[src/rtl/split_mul_pkg.sv]
package split_mul_pkg;

    typedef enum logic [2:0] {
        PH_IDLE = 3'd0,
        PH_LL   = 3'd1,
        PH_HL   = 3'd2,
        PH_LH   = 3'd3,
        PH_HH   = 3'd4
    } phase_t;

    // Weight of each partial product, counted in half-widths.
    function automatic logic [1:0] phase_weight(input phase_t ph);
        logic [1:0] w;
        unique case (ph)
            PH_HL, PH_LH: w = 2'd1;
            PH_HH:        w = 2'd2;
            default:      w = 2'd0;
        endcase
        return w;
    endfunction

endpackage

[src/rtl/split_mul_ctrl.sv]
module split_mul_ctrl
    import split_mul_pkg::*;
(
    input  logic   clk,
    input  logic   rst_n,
    input  logic   start_i,
    output phase_t phase_o,
    output logic   busy_o,
    output logic   done_o,
    output logic   load_o,
    output logic   clr_o,
    output logic   add_o
);

    phase_t state_q, state_d;
    logic   done_q;

    // State register
    always_ff @(posedge clk or negedge rst_n) begin
        if (!rst_n) begin
            state_q <= PH_IDLE;
            done_q  <= 1'b0;
        end else begin
            state_q <= state_d;
            done_q  <= (state_q == PH_HH);
        end
    end

    // Next-state logic
    always_comb begin
        state_d = state_q;
        unique case (state_q)
            PH_IDLE: if (start_i) state_d = PH_LL;
            PH_LL:   state_d = PH_HL;
            PH_HL:   state_d = PH_LH;
            PH_LH:   state_d = PH_HH;
            PH_HH:   state_d = PH_IDLE;
            default: state_d = PH_IDLE;
        endcase
    end

    // Outputs
    always_comb begin
        phase_o = state_q;
        busy_o  = (state_q != PH_IDLE);
        load_o  = (state_q == PH_IDLE) && start_i;
        clr_o   = load_o;
        add_o   = busy_o;
        done_o  = done_q;
    end

    // busy lasts four cycles; only the last phase drops it
    a_r4_busy_span: assert property (@(posedge clk) disable iff (!rst_n)
        (busy_o && state_q != PH_HH) |=> busy_o);

    // done is a single-cycle pulse
    a_r4_done_pulse: assert property (@(posedge clk) disable iff (!rst_n)
        done_o |=> !done_o);

    // done and busy are never high together
    a_r4_done_not_busy: assert property (@(posedge clk) disable iff (!rst_n)
        $onehot0({done_o, busy_o}));

endmodule

[src/rtl/split_mul_operands.sv]
module split_mul_operands
    import split_mul_pkg::*;
#(
    parameter int HALF_W = 16,
    localparam int OP_W  = 2 * HALF_W
) (
    input  logic              clk,
    input  logic              rst_n,
    input  logic              load_i,
    input  logic              busy_i,
    input  logic [OP_W-1:0]   p_i,
    input  logic [OP_W-1:0]   q_i,
    input  phase_t            phase_i,
    output logic [HALF_W-1:0] x_o,
    output logic [HALF_W-1:0] y_o,
    output logic [OP_W-1:0]   p_q,
    output logic [OP_W-1:0]   q_q
);

    logic x_upper, y_upper;

    always_ff @(posedge clk or negedge rst_n) begin
        if (!rst_n) begin
            p_q <= '0;
            q_q <= '0;
        end else if (load_i) begin
            p_q <= p_i;
            q_q <= q_i;
        end
    end

    // Half selection per phase: HL and HH take upper p; LH and HH take upper q
    always_comb begin
        x_upper = (phase_i == PH_HL) || (phase_i == PH_HH);
        y_upper = (phase_i == PH_LH) || (phase_i == PH_HH);
        x_o = x_upper ? p_q[OP_W-1:HALF_W] : p_q[HALF_W-1:0];
        y_o = y_upper ? q_q[OP_W-1:HALF_W] : q_q[HALF_W-1:0];
    end

    // operands held for the whole operation, whatever start does
    a_r5_operands_held: assert property (@(posedge clk) disable iff (!rst_n)
        busy_i |=> ($stable(p_q) && $stable(q_q)));

endmodule

[src/rtl/split_mul_half_mult.sv]
module split_mul_half_mult #(
    parameter int HALF_W = 16,
    localparam int PP_W  = 2 * HALF_W
) (
    input  logic [HALF_W-1:0] x_i,
    input  logic [HALF_W-1:0] y_i,
    output logic [PP_W-1:0]   pp_o
);

    always_comb begin
        pp_o = {{HALF_W{1'b0}}, x_i} * {{HALF_W{1'b0}}, y_i};
    end

endmodule

[src/rtl/split_mul_accum.sv]
module split_mul_accum #(
    parameter int HALF_W = 16,
    localparam int PP_W  = 2 * HALF_W,
    localparam int ACC_W = 4 * HALF_W
) (
    input  logic             clk,
    input  logic             rst_n,
    input  logic             clr_i,
    input  logic             add_i,
    input  logic [PP_W-1:0]  pp_i,
    input  logic [1:0]       weight_i,
    output logic [ACC_W-1:0] acc_o
);

    logic [ACC_W-1:0] pp_ext;
    logic [ACC_W-1:0] pp_shifted;

    always_comb begin
        pp_ext = {{PP_W{1'b0}}, pp_i};
        unique case (weight_i)
            2'd1:    pp_shifted = pp_ext << HALF_W;
            2'd2:    pp_shifted = pp_ext << (2 * HALF_W);
            default: pp_shifted = pp_ext;
        endcase
    end

    always_ff @(posedge clk or negedge rst_n) begin
        if (!rst_n) begin
            acc_o <= '0;
        end else if (clr_i) begin
            acc_o <= '0;
        end else if (add_i) begin
            acc_o <= acc_o + pp_shifted;
        end
    end

    // clearing empties the accumulator
    a_r3_cleared: assert property (@(posedge clk) disable iff (!rst_n)
        clr_i |=> (acc_o == '0));

    // without clear or add the sum holds
    a_r6_hold: assert property (@(posedge clk) disable iff (!rst_n)
        (!clr_i && !add_i) |=> $stable(acc_o));

endmodule

[src/rtl/split_mul_seq.sv]
module split_mul_seq
    import split_mul_pkg::*;
#(
    parameter int OP_W = 32
) (
    input  logic              clk,
    input  logic              rst_n,
    input  logic              start,
    input  logic [OP_W-1:0]   op_p,
    input  logic [OP_W-1:0]   op_q,
    output logic              busy,
    output logic              done,
    output logic [2*OP_W-1:0] product
);

    localparam int HALF_W = OP_W / 2;
    localparam int PP_W   = 2 * HALF_W;
    localparam int PROD_W = 2 * OP_W;

    phase_t            phase;
    logic              load, clr, add;
    logic [HALF_W-1:0] mx, my;
    logic [PP_W-1:0]   pp;
    logic [1:0]        weight;
    logic [OP_W-1:0]   p_held, q_held;

    split_mul_ctrl u_ctrl (
        .clk     (clk),
        .rst_n   (rst_n),
        .start_i (start),
        .phase_o (phase),
        .busy_o  (busy),
        .done_o  (done),
        .load_o  (load),
        .clr_o   (clr),
        .add_o   (add)
    );

    split_mul_operands #(.HALF_W(HALF_W)) u_ops (
        .clk     (clk),
        .rst_n   (rst_n),
        .load_i  (load),
        .busy_i  (busy),
        .p_i     (op_p),
        .q_i     (op_q),
        .phase_i (phase),
        .x_o     (mx),
        .y_o     (my),
        .p_q     (p_held),
        .q_q     (q_held)
    );

    split_mul_half_mult #(.HALF_W(HALF_W)) u_mult (
        .x_i  (mx),
        .y_i  (my),
        .pp_o (pp)
    );

    always_comb weight = phase_weight(phase);

    split_mul_accum #(.HALF_W(HALF_W)) u_acc (
        .clk      (clk),
        .rst_n    (rst_n),
        .clr_i    (clr),
        .add_i    (add),
        .pp_i     (pp),
        .weight_i (weight),
        .acc_o    (product)
    );

    // completed sum equals the full-width product of the held operands
    a_r1_product: assert property (@(posedge clk) disable iff (!rst_n)
        done |-> (product == ({{OP_W{1'b0}}, p_held} * {{OP_W{1'b0}}, q_held})));

    // the first busy cycle starts from an empty accumulator
    a_r3_empty_on_entry: assert property (@(posedge clk) disable iff (!rst_n)
        $rose(busy) |-> (product == {PROD_W{1'b0}}));

endmodule

[config.mk]
export PLATFORM = sky130hd
export DESIGN_NAME = split_mul_seq
export DESIGN_NICKNAME = d
export VERILOG_FILES = /design/src/rtl/split_mul_pkg.sv /design/src/rtl/split_mul_ctrl.sv /design/src/rtl/split_mul_operands.sv /design/src/rtl/split_mul_half_mult.sv /design/src/rtl/split_mul_accum.sv /design/src/rtl/split_mul_seq.sv
export SDC_FILE = /design/constraint.sdc
export NUM_CORES = 1
export LEC_CHECK = 0
export ABC_CLOCK_PERIOD_IN_PS = 14900
export CORE_ASPECT_RATIO = 0.75
export CORE_MARGIN = 8
export CORE_UTILIZATION = 45
export CTS_CLUSTER_DIAMETER = 40
export CTS_CLUSTER_SIZE = 14
export DETAILED_ROUTE_END_ITERATION = 6
export PLACE_DENSITY = 0.72
export SYNTH_ARGS = -nofsm -noshare
export SYNTH_HDL_FRONTEND = slang
export SYNTH_SLANG_ARGS = --single-unit
[constraint.sdc]
create_clock -name clk -period 14.9 [get_ports clk]
set_input_delay 4.47 -clock clk [delete_from_list [all_inputs] [get_ports clk]]
set_output_delay 4.47 -clock clk [all_outputs]
set_load 0.01 [all_outputs]
==> impl_metrics.py, run 1 <==
metrics = {
    "run_status": {
        "status": "finished clean",
    },
    "synth": {
        "async_flop_share_pct": 100,
        "synthesis.nets": 2450,
        "netlist_area_um2": 17800,
        "synth.largest_area_cell": "fa_1",
        "ys_warn_count": 0,
        "yosys-top-cells-area": "fa_1 (22%), dfrtp_1 (19%), ha_1 (12%)",
        "synth_cells": 2019,
        "synth_edf_count": 0,
        "synthFlopType": "dfrtp_1",
        "synth_common_cells": "inv_1 (253), nand2_1 (229), fa_1 (195)",
        "synth-seq-area-share_pct": 18.6,
        "yosysMostFrequentCell": "inv_1",
        "synth-seq-cells": 132,
        "synth_cell_types": 67,
        "syn_avg_cell_area_um2": 8.80,
        "yosysTopAreaCellShare_pct": 22.0,
    },
    "timing": {
        "setup_viol": 0,
        "finalCriticalPeriod_ns": 10.77,
        "rsz0062_at_grt": "false",
        "skew_ns": 0.0164,
        "hold_viol": 0,
        "finalCritPeriodShare_pct": 72.3,
        "tightest_slew_ns": 1.18,
        "maxSlewViolCount": 0,
        "slew_headroom_pct": 21.3,
        "finalSetupTns_ns": 0,
        "max_freq_ghz": 0.0928,
        "holdWs_ns": 0.516,
    },
    "global_route": {
        "grt_start_max_net_pins": 79,
        "overflow": 0,
        "grt_pass1_wl_um": 84300,
        "grt_pass1_vias": 15000,
        "antenna_found_initial": 1,
        "track_usage_pct": 23.2,
    },
    "cts": {
        "post_cts_buffers": 0,
        "clock_latency_ns": 0.47,
        "hold_buffers": 0,
        "cts_tree": "yes",
        "htreeDepth": 4,
        "post_cts_resized": 0,
        "cts_sinks": 132,
        "clk_path_buf_depth": 2,
        "clk_pin_slew_worst_paths_ns": 0.07,
        "clockRootBuffer": "clkbuf_16",
        "cts_inserted_buffers": 17,
    },
    "critical_path": {
        "end_kind": "register",
        "crit_fanout": 32,
        "cp_common_cell": "fa_1",
        "r2r_cells": 37,
        "start_kind": "register",
        "required_ns": 15.28,
        "path_class": "reg -> reg",
        "max_stage_delay_ns": 0.82,
        "cpMaxStageDelayCell": "mux2i_1",
        "arrival_ns": 11.16,
    },
    "placement": {
        "gp_congestion": 0.955,
        "dpl.hpwl_um": 43600,
        "placed_cells": 2620,
        "place_area_um2": 19700,
        "port_buffers": 132,
    },
    "cells_and_area": {
        "instances_no_fill": 2653,
        "multi_input_area_um2": 13200,
        "drive_gt1_share_pct": 7.93,
        "seq_area_um2": 3300,
        "nets": 2550,
        "n_fill_cell": 3639,
        "area_growth_pct": 14.0,
        "stdcell_area_um2": 20300,
    },
    "floorplanning": {
        "start_util_pct": 45.3,
        "die_h_um": 188,
        "die_area_um2": 46200,
        "num_io_pins": 133,
        "core_um2": 39300,
        "dieWidth_um": 245,
        "rows": 63,
    },
    "hold_path": {
        "hold_depth": 1,
        "min_path_type": "reg -> reg",
    },
    "detailed_routing": {
        "vias_per_cell": 5.72,
        "drc_errors": 0,
        "firstDrtPassIters": 5,
        "drt_first_iter_violations": 1204,
        "antenna_left": 0,
        "vias": 15200,
        "wl_per_cell_um": 20.2,
        "drt_wl_total_um": 53500,
    },
    "run": {
        "maxCapViolCount": 0,
    },
}
==> through the flow <==
stage	worst slack (ns)	util (%)
floorplan	5.58	-
global placement	4.63	50.1
detailed placement	4.38	50.1
CTS	4.31	51.6
global route	3.58	51.6
finish	4.13	51.6
==> cell type report <==
cell class / count / area share (%)
Antenna cell: 1 / 0.0124
Multi-Input combinational cell: 1558 / 65.4
Clock buffer: 20 / 2.21
Sequential cell: 132 / 16.3
Inverter: 254 / 4.71
Timing Repair Buffer: 156 / 7.42
Clock inverter: 12 / 0.723
Tap cell: 520 / 3.21
==> final timing paths <==
path,startpoint,to,slack [ns]
worst min register to register,u_ops.q_q[6]$_DFFE_PN0P_,u_ops.q_q[6]$_DFFE_PN0P_,0.52
worst max-delay path,u_ctrl.phase_o[1]$_DFFE_PN0P_,u_acc.acc_o[63]$_DFFE_PN0P_,4.13
worst max register to register,u_ctrl.phase_o[1]$_DFFE_PN0P_,u_acc.acc_o[63]$_DFFE_PN0P_,4.13
max in group asynchronous,rst_n,u_acc.acc_o[14]$_DFFE_PN0P_,9.58
worst min-delay path,u_ops.q_q[6]$_DFFE_PN0P_,u_ops.q_q[6]$_DFFE_PN0P_,0.52
min in group asynchronous,rst_n,u_ops.q_q[11]$_DFFE_PN0P_,4.06
==> layout by cell type (no fill, tap or decap), types with 4 or more instances in the layout <==
cell             Yosys  layout
inv_1              253     252
nand2_1            229     229
fa_1               195     195
nor2_1             178     177
ha_1               169     169
dfrtp_1            132     132
clkdlybuf4s50_1      0     131
a21oi_1             97      96
mux2_2              93      93
o21ai_0             85      85
nand3_1             79      79
a21o_1              51      51
xnor2_1             44      44
xor2_1              43      43
mux2i_1             35      35
o21ai_1             32      32
buf_4                0      24
and2_1              22      22
clkbuf_16            0      17
nor3_1              17      16
nand4_1             15      15
o21a_1              12      12
o22ai_1             12      12
o21bai_1            12      12
a31oi_1             11      11
o211ai_1            11      11
and3_1              11      11
nor2b_1             10      10
a22o_1              10      10
a211oi_1            10      10
nand2b_1             9       9
or2_2                6       6
o31ai_1              5       5
a221oi_1             4       4
a21boi_0             4       4
nor4_1               4       4
==> flip-flops by register name, indices dropped and copies added, names as in the netlist <==
| register | flops |
|---|---|
| u_acc.acc_o | 64 |
| u_ctrl.done_o | 1 |
| u_ctrl.phase_o | 3 |
| u_ops.p_q | 32 |
| u_ops.q_q | 32 |
==> critical path: cells and delay by family (launching register included) <==
family	cells	cell delay, ns
fa+ha+maj	8	3.80
compound gates	16	3.35
mux	2	1.05
simple gates	4	0.88
buf+inv	6	0.84
flops	1	0.45
xor+xnor	1	0.27
==> per-layer routing <==
layer	part of all wire (%)	GRT usage [%]	routed length (µm)
met1	44	32.6	23500
met3	9.8	7.02	5250
met5	0.024	0	13
met2	45	34.9	23900
met4	1.6	5.05	852
==> cell families (layout without fill, tap and decap cells) <==
family / count (synthesis) / after routing / share of synthesized area [%]
compound gates: 392 / 392 / 14.0
xor+xnor: 87 / 87 / 4.29
fa+ha+maj: 364 / 364 / 33.9
buf+inv: 329 / 442 / 7.01
flops: 132 / 132 / 18.6
mux: 128 / 128 / 7.86
other cells: 0 / 1 / 0
simple gates: 587 / 587 / 14.4
Power of run 1 is left out: the tool's default activity adds up to more than one toggle a clock period on the data nets, which glitch-free logic cannot reach.
==> run 2, diff against run 1 <==
ABC_CLOCK_PERIOD_IN_PS = 8830   (was 14900)
PLACE_DENSITY = 0.74   (was 0.72)
clock period = 8.83 ns   (was 14.9 ns; I/O delays follow)
==> run 2 against run 1 <==
The run now ends with negative setup slack left; final cell count up 18%; core utilization up 14 points; flip-flop and latch count unchanged; critical path depth up 2; maximum frequency up 13%; largest cell class unchanged.
==> impl_metrics.py, run 2 (synthesis gave the netlist of run 1 again) <==
metrics = {
    "run_status": {
        "status": "finished, violations left",
        "violations": "negative setup slack",
    },
    "critical_path": {
        "cp_common_cell": "fa_1",
        "cp_top_family": "adder cells",
        "start_kind": "register",
        "crit_buf_inv": 10,
        "cp.depth": 39,
        "crit_fanout": 7,
        "required_ns": 9.21,
        "path_class": "reg -> reg",
        "cpMaxStageDelayCell": "fa_1",
        "r2r_cells": 39,
        "arrival_ns": 9.90,
        "max_stage_delay_ns": 0.55,
        "end_kind": "register",
    },
    "placement": {
        "placed_cells": 2985,
        "gp_congestion": 1.00,
        "dpl.hpwl_um": 50700,
        "place_area_um2": 22600,
        "dp_slack_ns": -0.893,
        "port_buffers": 132,
    },
    "timing": {
        "rsz0062_at_grt": "true",
        "skew_ns": 0.0125,
        "maxSlewViolCount": 0,
        "max_freq_ghz": 0.105,
        "finalCriticalPeriod_ns": 9.51,
        "slew_headroom_pct": 28.9,
        "hold_viol": 0,
        "tightest_slew_ns": 1.06,
        "finalSetupTns_ns": -11.91,
        "fin_ws_ns": -0.681,
        "finalCritPeriodShare_pct": 108,
        "setup_viol": 37,
    },
    "detailed_routing": {
        "vias": 17300,
        "drt_first_iter_violations": 1459,
        "drt_wl_total_um": 65600,
        "drc_errors": 0,
        "antenna_left": 0,
        "vias_per_cell": 5.55,
        "firstDrtPassIters": 6,
        "wl_per_cell_um": 21.1,
    },
    "floorplanning": {
        "start_util_pct": 45.3,
        "num_io_pins": 133,
        "dieWidth_um": 245,
        "die_h_um": 188,
        "rows": 63,
        "die_area_um2": 46200,
        "core_um2": 39300,
    },
    "cells_and_area": {
        "nets": 3016,
        "instances_no_fill": 3118,
        "drive_gt1_share_pct": 33.6,
        "stdcell_area_um2": 25700,
        "reg_top3": "u_acc.acc_o: 64 flops, u_ops.p_q: 32 flops, u_ops.q_q: 32 flops",
        "regMostFlops": "u_acc.acc_o",
        "most-common-layout-cells": "buf_4 (444), inv_1 (235), nand2_1 (220)",
        "mostFrequentLayoutCell": "buf_4",
        "area_growth_pct": 44.7,
        "diodes": 0,
        "largest_reg_flops": 64,
    },
    "cts": {
        "hold_buffers": 0,
        "cts_sinks": 132,
        "htreeDepth": 4,
        "clock_latency_ns": 0.46,
        "cts_tree": "yes",
        "clk_path_buf_depth": 2,
        "cts_inserted_buffers": 17,
        "clk_pin_slew_worst_paths_ns": 0.06,
        "clockRootBuffer": "clkbuf_16",
    },
    "hold_path": {
        "min_path_type": "reg -> reg",
        "hold_depth": 1,
    },
    "global_route": {
        "track_usage_pct": 27.6,
        "grt_pass1_wl_um": 99200,
        "antenna_found_initial": 1,
        "grt_pass1_vias": 17600,
        "grt_start_max_net_pins": 95,
        "overflow": 0,
    },
    "run": {
        "maxCapViolCount": 0,
    },
}
## run 2: cell types whose count changed in the layout (fill, tap and decap cells not counted), sizes merged
| cell | delta |
|---|---|
| inv | +2 |
| clkinv | -1 |
| buf | +466 |
| clkinvlp | -1 |
| diode | -1 |
## run 2: metrics by stage
step                util, %  hold WS [ns]
CTS                    62.9         0.513
global route           65.5         0.536
floorplan                 -         0.475
detailed placement     57.6         0.495
finish                 65.5         0.518
global placement       57.6         0.488
## run 2: worst paths after layout
path	to	slack, ns	from
min in group asynchronous	u_ops.q_q[27]$_DFFE_PN0P_	2.21	rst_n
max in group asynchronous	u_ops.p_q[5]$_DFFE_PN0P_	5.30	rst_n
worst max-delay path	u_acc.acc_o[63]$_DFFE_PN0P_	-0.68	u_ctrl.phase_o[2]$_DFFE_PN0P_
worst max register to register	u_acc.acc_o[63]$_DFFE_PN0P_	-0.68	u_ctrl.phase_o[2]$_DFFE_PN0P_
worst min register to register	u_ops.q_q[25]$_DFFE_PN0P_	0.52	u_ops.q_q[25]$_DFFE_PN0P_
worst min-delay path	u_ops.q_q[25]$_DFFE_PN0P_	0.52	u_ops.q_q[25]$_DFFE_PN0P_
## run 2: what timing repair did
item | 4_1_cts | 5_1_grt
pin swaps | 79 | 108
resized for setup | 184 | 170
setup endpoints to repair | 41 | 44
cloned | 5 | 0
buffers inserted | 60 | 38
## run 2: final cells by class
| cell class | count | area, µm² |
|---|---|---|
| Inverter | 254 | 956 |
| Clock buffer | 20 | 457 |
| Fill cell | 3088 | 13500 |
| Clock inverter | 12 | 144 |
| Multi-Input combinational cell | 1558 | 14900 |
| Timing Repair Buffer | 622 | 5340 |
| Tap cell | 520 | 651 |
| Sequential cell | 132 | 3300 |
## run 2: per-layer routing
layer  vias up  global-route usage [%]  part of all wire, %
met4         4                    6.16                  1.9
met2       701                    40.7                   44
met3        99                    9.89                   10
met5         -                    1.09                 0.11
met1      8609                    38.2                   44
li1       7894                       -                    -
Power of run 2 is left out for the same reason.
